**src/rtl/mash_pkg.sv**
```systemverilog
package mash_pkg;

    typedef enum logic [1:0] {
        S_WAIT = 2'd0,
        S_INT  = 2'd1,
        S_FRAC = 2'd2
    } mash_state_e;

    localparam int CORR_W = 4;

endpackage

```
**src/rtl/mash_acc_stage.sv**
```systemverilog
module mash_acc_stage #(
    parameter int FRAC_W = 24
) (
    input  logic              clk,
    input  logic              rst_n,
    input  logic              clr,
    input  logic              step,
    input  logic [FRAC_W-1:0] addend,
    input  logic [FRAC_W-1:0] modulus,
    output logic [FRAC_W-1:0] acc_q,
    output logic [FRAC_W-1:0] acc_next,
    output logic              carry
);

    localparam int SUM_W = FRAC_W + 1;

    logic [SUM_W-1:0] sum;
    logic [SUM_W-1:0] wrapped;

    always_comb begin
        sum      = {1'b0, acc_q} + {1'b0, addend};
        carry    = (sum >= {1'b0, modulus});
        wrapped  = sum - {1'b0, modulus};
        acc_next = carry ? wrapped[FRAC_W-1:0] : sum[FRAC_W-1:0];
    end

    always_ff @(posedge clk or negedge rst_n) begin
        if (!rst_n) begin
            acc_q <= '0;
        end else if (clr) begin
            acc_q <= '0;
        end else if (step) begin
            acc_q <= acc_next;
        end
    end

endmodule

```
**src/rtl/mash_noise_shaper.sv**
```systemverilog
module mash_noise_shaper
    import mash_pkg::*;
#(
    parameter int STAGES = 3
) (
    input  logic                     clk,
    input  logic                     rst_n,
    input  logic                     clr,
    input  logic                     step,
    input  logic [1:0]               order_sel,
    input  logic [STAGES-1:0]        carries,
    output logic signed [CORR_W-1:0] corr
);

    logic c2_d1;
    logic c3_d1;
    logic c3_d2;

    logic signed [CORR_W-1:0] t1;
    logic signed [CORR_W-1:0] t2;
    logic signed [CORR_W-1:0] t3;

    always_ff @(posedge clk or negedge rst_n) begin
        if (!rst_n) begin
            c2_d1 <= 1'b0;
            c3_d1 <= 1'b0;
            c3_d2 <= 1'b0;
        end else if (clr) begin
            c2_d1 <= 1'b0;
            c3_d1 <= 1'b0;
            c3_d2 <= 1'b0;
        end else if (step) begin
            c2_d1 <= carries[1];
            c3_d1 <= carries[2];
            c3_d2 <= c3_d1;
        end
    end

    always_comb begin
        t1 = $signed({{(CORR_W-1){1'b0}}, carries[0]});
        t2 = $signed({{(CORR_W-1){1'b0}}, carries[1]})
           - $signed({{(CORR_W-1){1'b0}}, c2_d1});
        t3 = $signed({{(CORR_W-1){1'b0}}, carries[2]})
           - $signed({{(CORR_W-2){1'b0}}, c3_d1, 1'b0})
           + $signed({{(CORR_W-1){1'b0}}, c3_d2});
        unique case (order_sel)
            2'd2:    corr = t1 + t2;
            2'd3:    corr = t1 + t2 + t3;
            default: corr = t1;
        endcase
    end

endmodule

```
**src/rtl/mash_ctrl_fsm.sv**
```systemverilog
module mash_ctrl_fsm
    import mash_pkg::*;
#(
    parameter int DIV_W  = 8,
    parameter int FRAC_W = 24
) (
    input  logic              clk,
    input  logic              rst_n,
    input  logic              sync_clr,
    input  logic              enable,
    input  logic              frac_en,
    input  logic [1:0]        order,
    input  logic [DIV_W-1:0]  int_div,
    input  logic [FRAC_W-1:0] numer,
    input  logic [FRAC_W-1:0] denom,
    output mash_state_e       state,
    output logic [DIV_W-1:0]  int_cfg,
    output logic [FRAC_W-1:0] num_cfg,
    output logic [FRAC_W-1:0] den_cfg,
    output logic [1:0]        order_cfg,
    output logic              clr,
    output logic              step_int,
    output logic              step_frac
);

    mash_state_e state_nx;
    logic        frac_usable;

    assign frac_usable = frac_en && (numer != '0) && (denom != '0) && (numer < denom);

    always_comb begin
        state_nx = state;
        unique case (state)
            S_WAIT, S_INT, S_FRAC: begin
                if (sync_clr) begin
                    state_nx = frac_usable ? S_FRAC : S_INT;
                end
            end
            default: state_nx = S_WAIT;
        endcase
    end

    always_ff @(posedge clk or negedge rst_n) begin
        if (!rst_n) begin
            state <= S_WAIT;
        end else begin
            state <= state_nx;
        end
    end

    always_ff @(posedge clk or negedge rst_n) begin
        if (!rst_n) begin
            int_cfg   <= '0;
            num_cfg   <= '0;
            den_cfg   <= '0;
            order_cfg <= 2'd1;
        end else if (sync_clr) begin
            int_cfg   <= int_div;
            num_cfg   <= numer;
            den_cfg   <= denom;
            order_cfg <= (order == 2'd0) ? 2'd1 : order;
        end
    end

    always_comb begin
        clr       = sync_clr;
        step_int  = 1'b0;
        step_frac = 1'b0;
        unique case (state)
            S_WAIT: begin
                step_int  = 1'b0;
                step_frac = 1'b0;
            end
            S_INT: begin
                step_int  = enable && !sync_clr;
            end
            S_FRAC: begin
                step_frac = enable && !sync_clr;
            end
            default: begin
                step_int  = 1'b0;
                step_frac = 1'b0;
            end
        endcase
    end

endmodule

```
**src/rtl/mash_fracn_mod.sv**
```systemverilog
module mash_fracn_mod
    import mash_pkg::*;
#(
    parameter int DIV_W  = 8,
    parameter int FRAC_W = 24
) (
    input  logic              clk,
    input  logic              rst_n,
    input  logic              enable,
    input  logic              sync_clr,
    input  logic              frac_en,
    input  logic [1:0]        order,
    input  logic [DIV_W-1:0]  int_div,
    input  logic [FRAC_W-1:0] numer,
    input  logic [FRAC_W-1:0] denom,
    output logic [DIV_W:0]    div_out,
    output logic              div_valid
);

    localparam int STAGES = 3;
    localparam int OUT_W  = DIV_W + 1;

    mash_state_e              state;
    logic [DIV_W-1:0]         int_cfg;
    logic [FRAC_W-1:0]        num_cfg;
    logic [FRAC_W-1:0]        den_cfg;
    logic [1:0]               order_cfg;
    logic                     clr;
    logic                     step_int;
    logic                     step_frac;
    logic [FRAC_W-1:0]        stage_in  [STAGES];
    logic [FRAC_W-1:0]        stage_acc [STAGES];
    logic [FRAC_W-1:0]        stage_nxt [STAGES];
    logic [STAGES-1:0]        carries;
    logic signed [CORR_W-1:0] corr;
    logic [OUT_W-1:0]         corr_ext;

    mash_ctrl_fsm #(
        .DIV_W (DIV_W),
        .FRAC_W(FRAC_W)
    ) u_ctrl (
        .clk      (clk),
        .rst_n    (rst_n),
        .sync_clr (sync_clr),
        .enable   (enable),
        .frac_en  (frac_en),
        .order    (order),
        .int_div  (int_div),
        .numer    (numer),
        .denom    (denom),
        .state    (state),
        .int_cfg  (int_cfg),
        .num_cfg  (num_cfg),
        .den_cfg  (den_cfg),
        .order_cfg(order_cfg),
        .clr      (clr),
        .step_int (step_int),
        .step_frac(step_frac)
    );

    for (genvar k = 0; k < STAGES; k++) begin : g_stage
        if (k == 0) begin : g_first
            assign stage_in[k] = num_cfg;
        end else begin : g_chain
            assign stage_in[k] = stage_nxt[k-1];
        end

        mash_acc_stage #(
            .FRAC_W(FRAC_W)
        ) u_acc (
            .clk     (clk),
            .rst_n   (rst_n),
            .clr     (clr),
            .step    (step_frac),
            .addend  (stage_in[k]),
            .modulus (den_cfg),
            .acc_q   (stage_acc[k]),
            .acc_next(stage_nxt[k]),
            .carry   (carries[k])
        );
    end

    mash_noise_shaper #(
        .STAGES(STAGES)
    ) u_shaper (
        .clk      (clk),
        .rst_n    (rst_n),
        .clr      (clr),
        .step     (step_frac),
        .order_sel(order_cfg),
        .carries  (carries),
        .corr     (corr)
    );

    assign corr_ext = {{(OUT_W-CORR_W){corr[CORR_W-1]}}, corr};

    always_ff @(posedge clk or negedge rst_n) begin
        if (!rst_n) begin
            div_out   <= '0;
            div_valid <= 1'b0;
        end else if (clr) begin
            div_valid <= 1'b0;
        end else if (step_frac) begin
            div_out   <= {1'b0, int_cfg} + corr_ext;
            div_valid <= 1'b1;
        end else if (step_int) begin
            div_out   <= {1'b0, int_cfg};
            div_valid <= 1'b1;
        end else begin
            div_valid <= 1'b0;
        end
    end

endmodule

```
**config.mk**
```make
export PLATFORM = sky130hd
export DESIGN_NAME = mash_fracn_mod
export DESIGN_NICKNAME = d
export VERILOG_FILES = /design/src/rtl/mash_pkg.sv /design/src/rtl/mash_acc_stage.sv /design/src/rtl/mash_noise_shaper.sv /design/src/rtl/mash_ctrl_fsm.sv /design/src/rtl/mash_fracn_mod.sv
export SDC_FILE = /design/constraint.sdc
export NUM_CORES = 1
export LEC_CHECK = 0
export BUFFER_PORTS_ARGS = -buffer_cell sky130_fd_sc_hd__buf_2
export CAP_MARGIN = 15
export CORE_ASPECT_RATIO = 0.7
export CORE_MARGIN = 5
export CORE_UTILIZATION = 69
export DETAILED_ROUTE_END_ITERATION = 12
export GPL_ROUTABILITY_DRIVEN = 1
export GPL_TIMING_DRIVEN = 0
export PLACE_DENSITY = 0.88
export RECOVER_POWER = 50
export SYNTH_ARGS = -nofsm -noshare
export SYNTH_HDL_FRONTEND = slang
export SYNTH_SLANG_ARGS = --single-unit
```
**constraint.sdc**
```tcl
create_clock -name clk -period 45.4 [get_ports clk]
set_clock_uncertainty 0.05 [all_clocks]
set_input_delay 9.08 -clock clk [delete_from_list [all_inputs] [get_ports clk]]
set_output_delay 9.08 -clock clk [all_outputs]
set_load 0.1 [all_outputs]
```
==> impl_metrics.yaml, run 1 <==
clocking:
  cts_tree: "done"
  cts_resized: 0
  cts_buffers: 17
  clock_latency_ns: 0.45
  cts_htree_levels: 4
  ctsRootBufferMaster: "clkbuf_16"
  cts.clk_slew.worst_paths_ns: 0.07
  cts_setup_buffers: 0
  numClockSinks: 145
  cts_hold_buffers: 0
  clk_path_buf_depth: 2
detailed_routing:
  routedWlPerCell_um: 22.9
  ant_nets: 0
  firstDrtPassIters: 6
  route.detailed.drc: 0
  viasPerCell: 6.83
  drt-initial-drc-count: 1727
  vias: 13900
  wl_mm: 46.6
placement:
  port-buffer-count: 72
  hpwl_mm: 36.1
  gp_congestion: 0.989
final_layout:
  n_fill_cell: 1500
  drive_gt1_frac: 0.116
  postLayoutCoreUtil: 0.757
  nets: 1993
  seqCellArea_mm2: 0.00363
  syn_to_final_growth_pct: 9.07
  multi_input_area_mm2: 0.0101
synthesis:
  synth-compound-area-share: 0.241
  synth-edff-count: 0
  synth-xor-area-share: 0.0737
  postSynthCellCount: 1651
  synth-simple-area-share: 0.157
  synth_top_family_by_area: "compound AO/OA/AOI/OAI gates"
  synth_seq_cells: 145
  synthAdderAreaFrac: 0.168
  synth-async-reset-ratio: 1.00
  synth_fp_nets: 1900
  muxShareOfSynthArea: 0.0673
  syn_area_mm2: 0.0143
  syn_avg_cell_area_um2: 8.63
  synthFlopType: "dfrtp_1"
  yosys_warnings: 0
  synth-seq-area-share: 0.255
  synth_cell_types: 80
hold_path:
  min_path_type: "reg -> reg"
floorplanning:
  rows: 44
  die_area_mm2: 0.0237
  coreArea_mm2: 0.0205
  die_y_um: 130
  io-pin-count: 73
  die_x_um: 182
  start_util: 0.694
sta:
  clock.fmax_ghz: 0.0475
  finalHoldViolations: 0
  fin_tns_setup_ns: 0
  slew_headroom: -2.18
  finalSetupViolCount: 0
  drv_slew: 148
  finalCritPeriodShare: 0.464
  fin_crit_ns: 21.05
  hold_ws_ns: 0.464
  grt_setup_unrepaired: "false"
  worstMarginPinSlew_ns: 4.78
global_route:
  grt_pass1_vias: 13100
  grt_max_degree: 91
  antenna_found_initial: 2
  track_usage: 0.387
  grt_pass1_wl_mm: 71.5
  overflow: 0
setup_path:
  cp_slowest_cell: "a21boi_1"
  critPathLaunchType: "register"
  path_max_fanout: 10
  slowest_delay_ns: 0.68
  path_common_cell: "ha_1"
  cp_data_arrival_time_ns: 21.37
  required_ns: 45.72
  end_kind: "register"
  timing_worst_setup_path_type: "reg -> reg"
  rrSetupSlack_ns: 24.35
run_status:
  outcome: "finished with violations"
  violations: "capacitance limit, slew limit"
job:
  max_cap_violations: 2
routing by layer:
metal / global-route usage / wire length [um] / part of all wire / up-vias
li1: - / - / - / 6303
met5: 0.00600 / 7 / 0.00015 / -
met3: 0.136 / 6010 / 0.13 / 131
met1: 0.530 / 19400 / 0.42 / 6624
met2: 0.576 / 19700 / 0.42 / 855
met4: 0.127 / 1490 / 0.032 / 2
Yosys cell counts, drive strengths merged, types with 7 or more instances:
library cell  count  area, um^2
nor2            101         379
nand3            56         280
clkbuf           44         165
a21oi           126         631
nand4            22         138
o31ai            16         120
xor2             39         342
o21bai           19         143
a211o            12         105
nand2           109         409
ha              177        2210
fa                9         180
and3             44         280
a31o              7        61.3
inv              94         355
nor2b            18         113
mux2i            19         190
o211ai           15         113
nand2b           14        87.6
o21ai           130         651
dfrtp           144        3600
and2              8        50.1
or3              11        68.8
a31oi            13        96.3
o21a             21         158
mux2             66         769
xnor2            81         709
nor4             16         100
a211oi           18         135
nor3             21         105
a21o             72         541
critical path, delay by kind of cell (launching register included):
kind	cells	cell delay [ns]
compound gates	30	9.00
mux	1	0.34
simple gates	18	4.28
fa+ha+maj	10	3.56
buf+inv	8	2.66
flops	1	0.40
xor+xnor	4	0.64
per-stage QoR:
| stage | instance area, um^2 | std cells | setup WS (ns) |
|---|---|---|---|
| 6_report | 15500 | 2036 | 24.35 |
| 5_1_grt | 15500 | 2033 | 23.56 |
| 4_1_cts | 15600 | 2032 | 25.23 |
| 3_5_place_dp | 15000 | 2000 | 25.33 |
| 3_3_place_gp | 15000 | 1999 | 25.59 |
| 2_1_floorplan | 14300 | 1651 | 29.91 |
path summary, 6_finish.rpt:
kind | startpoint | endpoint | cells past startpoint
max | u_ctrl.num_cfg[0] | div_out[7] | 71
min | div_out[0] | div_out[0] | 2
max reg2reg | u_ctrl.num_cfg[0] | div_out[7] | 71
min reg2reg | div_out[0] | div_out[0] | 2
max in group asynchronous | rst_n | u_ctrl.den_cfg[8] | 2
min in group asynchronous | rst_n | g_stage[2].u_acc.acc_q[18] | 1
layout make-up:
type,count,share of cell area
plain buffers,49,0.0125
repair buffers,74,0.0236
multi-input cells,1362,0.648
well taps,276,0.0222
inverters,95,0.0231
flip-flops and latches,145,0.233
clock inverters,15,0.00950
diodes,3,0.000483
clock buffers,17,0.0274
cells by family (layout without fill, tap and decap cells):
kind of cell,after synthesis,after routing
other,0,3
AOI/OAI and AO/OA,523,523
DFF,145,145
xor gates and xnor gates,120,120
muxes,85,85
and+or+nand+nor,448,448
buffers and inverters,144,250
adders and majority gates,186,186
sequential cells by signal, indices dropped and copies added, names as in the netlist:
register	flops
div_valid	1
u_shaper.c3_d2	1
g_stage.u_acc.acc_q	72
u_ctrl.order_cfg	2
u_ctrl.num_cfg	24
div_out	9
u_shaper.c3_d1	1
u_ctrl.state	2
u_ctrl.int_cfg	8
u_ctrl.den_cfg	24
u_shaper.c2_d1	1
placed cells by master (no fill, tap or decap), types with 6 or more instances in the layout:
cell type  count
ha_1         177
dfrtp_1      144
o21ai_0      130
a21oi_1      126
nand2_1      109
nor2_1       101
inv_1         93
xnor2_1       81
buf_2         73
a21o_1        72
mux2_2        59
nand3_1       56
clkbuf_1      48
and3_1        43
xor2_1        39
nand4_1       22
o21a_1        21
nor3_1        21
o21bai_1      19
mux2i_1       19
a211oi_1      18
nor2b_1       18
clkbuf_16     17
o31ai_1       16
nor4_1        16
o211ai_1      15
nand2b_1      14
a211o_1       12
a31oi_1       12
or3_1         11
fa_1           9
and2_1         8
a31o_2         7
mux2_4         7
a21bo_2        6
or2_2          6
o31a_1         6
Power of run 1 is left out: the tool's default activity adds up to more than one toggle a clock period on the data nets, which glitch-free logic cannot reach.
==> inputs of run 2 (changes only) <==
--- a/config.mk
+++ b/config.mk
@@ -9,11 +9,11 @@
 export CAP_MARGIN = 15
 export CORE_ASPECT_RATIO = 0.7
 export CORE_MARGIN = 5
-export CORE_UTILIZATION = 69
+export CORE_UTILIZATION = 58
 export DETAILED_ROUTE_END_ITERATION = 12
 export GPL_ROUTABILITY_DRIVEN = 1
 export GPL_TIMING_DRIVEN = 0
-export PLACE_DENSITY = 0.88
+export PLACE_DENSITY = 0.79
 export RECOVER_POWER = 50
 export SYNTH_ARGS = -nofsm -noshare
 export SYNTH_HDL_FRONTEND = slang
==> constraint.sdc (replaced) <==
create_clock -name clk -period 19.3 [get_ports clk]
set_clock_uncertainty 0.05 [all_clocks]
set_input_delay 3.86 -clock clk [delete_from_list [all_inputs] [get_ports clk]]
set_output_delay 3.86 -clock clk [all_outputs]
set_load 0.1 [all_outputs]
==> impl_metrics.yaml, run 2 (synthesized netlist as in run 1, its figures left out) <==
run_status:
  outcome: "finished with violations"
  violations: "capacitance limit, slew limit"
detailed_routing:
  vias: 13600
  routedWlPerCell_um: 21.9
  viasPerCell: 6.52
  drt-initial-drc-count: 1517
  wl_mm: 45.6
  route.detailed.drc: 0
  firstDrtPassIters: 6
  ant_nets: 0
setup_path:
  critPathLaunchType: "register"
  timing_worst_setup_path_type: "reg -> reg"
  cp_data_arrival_time_ns: 18.80
  rrSetupSlack_ns: 0.83
  slowest_delay_ns: 0.65
  cp_num_buf_inv: 6
  end_kind: "register"
  crit_family: "compound AO/OA/AOI/OAI gates"
  worst-r2r-cell-count: 68
  path_max_fanout: 14
  crit_cells: 68
  path_common_cell: "ha_1"
  required_ns: 19.63
  cp_slowest_cell: "or4b_2"
global_route:
  grt_pass1_vias: 12700
  grt_util_met3: 0.0982
  grt_pass1_wl_mm: 70.5
  busiest_layer: "met1"
  track_usage: 0.324
  grtUsageMet2: 0.452
  grtUsageMet1: 0.480
  overflow: 0
  antenna_found_initial: 1
  grt_max_degree: 91
clocking:
  cts.clk_slew.worst_paths_ns: 0.07
  ctsRootBufferMaster: "clkbuf_16"
  clk_path_buf_depth: 2
  cts_buffers: 17
  numClockSinks: 145
  cts_htree_levels: 4
  cts_tree: "done"
  clock_latency_ns: 0.46
final_layout:
  drive_gt1_frac: 0.125
  final_common_cell: "ha_1"
  nets: 1993
  reg.largest.list: "g_stage.u_acc.acc_q x72, u_ctrl.den_cfg x24, u_ctrl.num_cfg x24"
  postLayoutCoreUtil: 0.643
  syn_to_final_growth_pct: 10.2
  antenna-diode-count: 0
  final_cell_mix: "177 x ha_1, 144 x dfrtp_1, 130 x o21ai_0"
  largest_reg_flops: 72
  top_register: "g_stage.u_acc.acc_q"
hold_path:
  hold_depth: 2
  min_path_type: "reg -> reg"
sta:
  slew_headroom: -2.34
  worstMarginPinSlew_ns: 5.01
  fin_tns_setup_ns: 0
  fin_crit_ns: 18.47
  hold_ws_ns: 0.449
  drv_slew: 148
  finalCritPeriodShare: 0.957
  clock.fmax_ghz: 0.0541
  finalHoldViolations: 0
  finalSetupViolCount: 0
  setup_ws_ns: 0.826
floorplanning:
  die_area_mm2: 0.0279
  die_y_um: 141
  coreArea_mm2: 0.0244
  die_x_um: 197
  rows: 48
  start_util: 0.583
  io-pin-count: 73
placement:
  hpwl_mm: 36.1
  port-buffer-count: 72
  gp_congestion: 1.02
  place_ws_ns: -0.573
job:
  max_cap_violations: 2
## run 2: through the flow
stage	std cells	area [um^2]
after floorplan	1651	14300
after global placement	2048	15000
after detailed placement	2050	15100
after CTS	2081	15700
after global routing	2082	15700
final	2082	15700
## run 2: path summary, 6_finish.rpt
kind / start / to
max: g_stage[0].u_acc.acc_q[0] / div_out[7]
min: div_out[1] / div_out[1]
max reg2reg: g_stage[0].u_acc.acc_q[0] / div_out[7]
min reg2reg: div_out[1] / div_out[1]
max in group asynchronous: rst_n / u_ctrl.num_cfg[15]
min in group asynchronous: rst_n / g_stage[2].u_acc.acc_q[18]
## run 2: worst reg2reg max path, delay by kind of cell, from the launching register on
family	cells	cell delay [ns]
fa+ha+maj	10	3.70
flops	1	0.40
simple gates	17	3.81
compound gates	31	8.27
mux	1	0.37
buf+inv	6	1.39
xor+xnor	3	0.43
## run 2: what timing repair did
action,4_1_cts,5_1_grt
resized for setup,6,13
hold buffers,0,0
pin swaps,0,3
setup endpoints to repair,5,7
setup buffers,0,2
## run 2: area by class of cell
class                           count  area, um^2
Buffer                             47         190
Clock buffer                       18         439
Clock inverter                     14         164
Fill cell                        2046        8740
Inverter                           95         363
Multi-Input combinational cell   1362       10100
Sequential cell                   145        3630
Tap cell                          325         407
Timing Repair Buffer               76         382
## run 2: metal layers
layer | share of wire | vias up | wire length, um
li1 | - | 6314 | -
met1 | 0.45 | 6492 | 20400
met2 | 0.41 | 666 | 18700
met3 | 0.12 | 100 | 5260
met4 | 0.027 | 0 | 1220
met5 | 0 | - | 0
Power of run 2 is left out for the same reason.
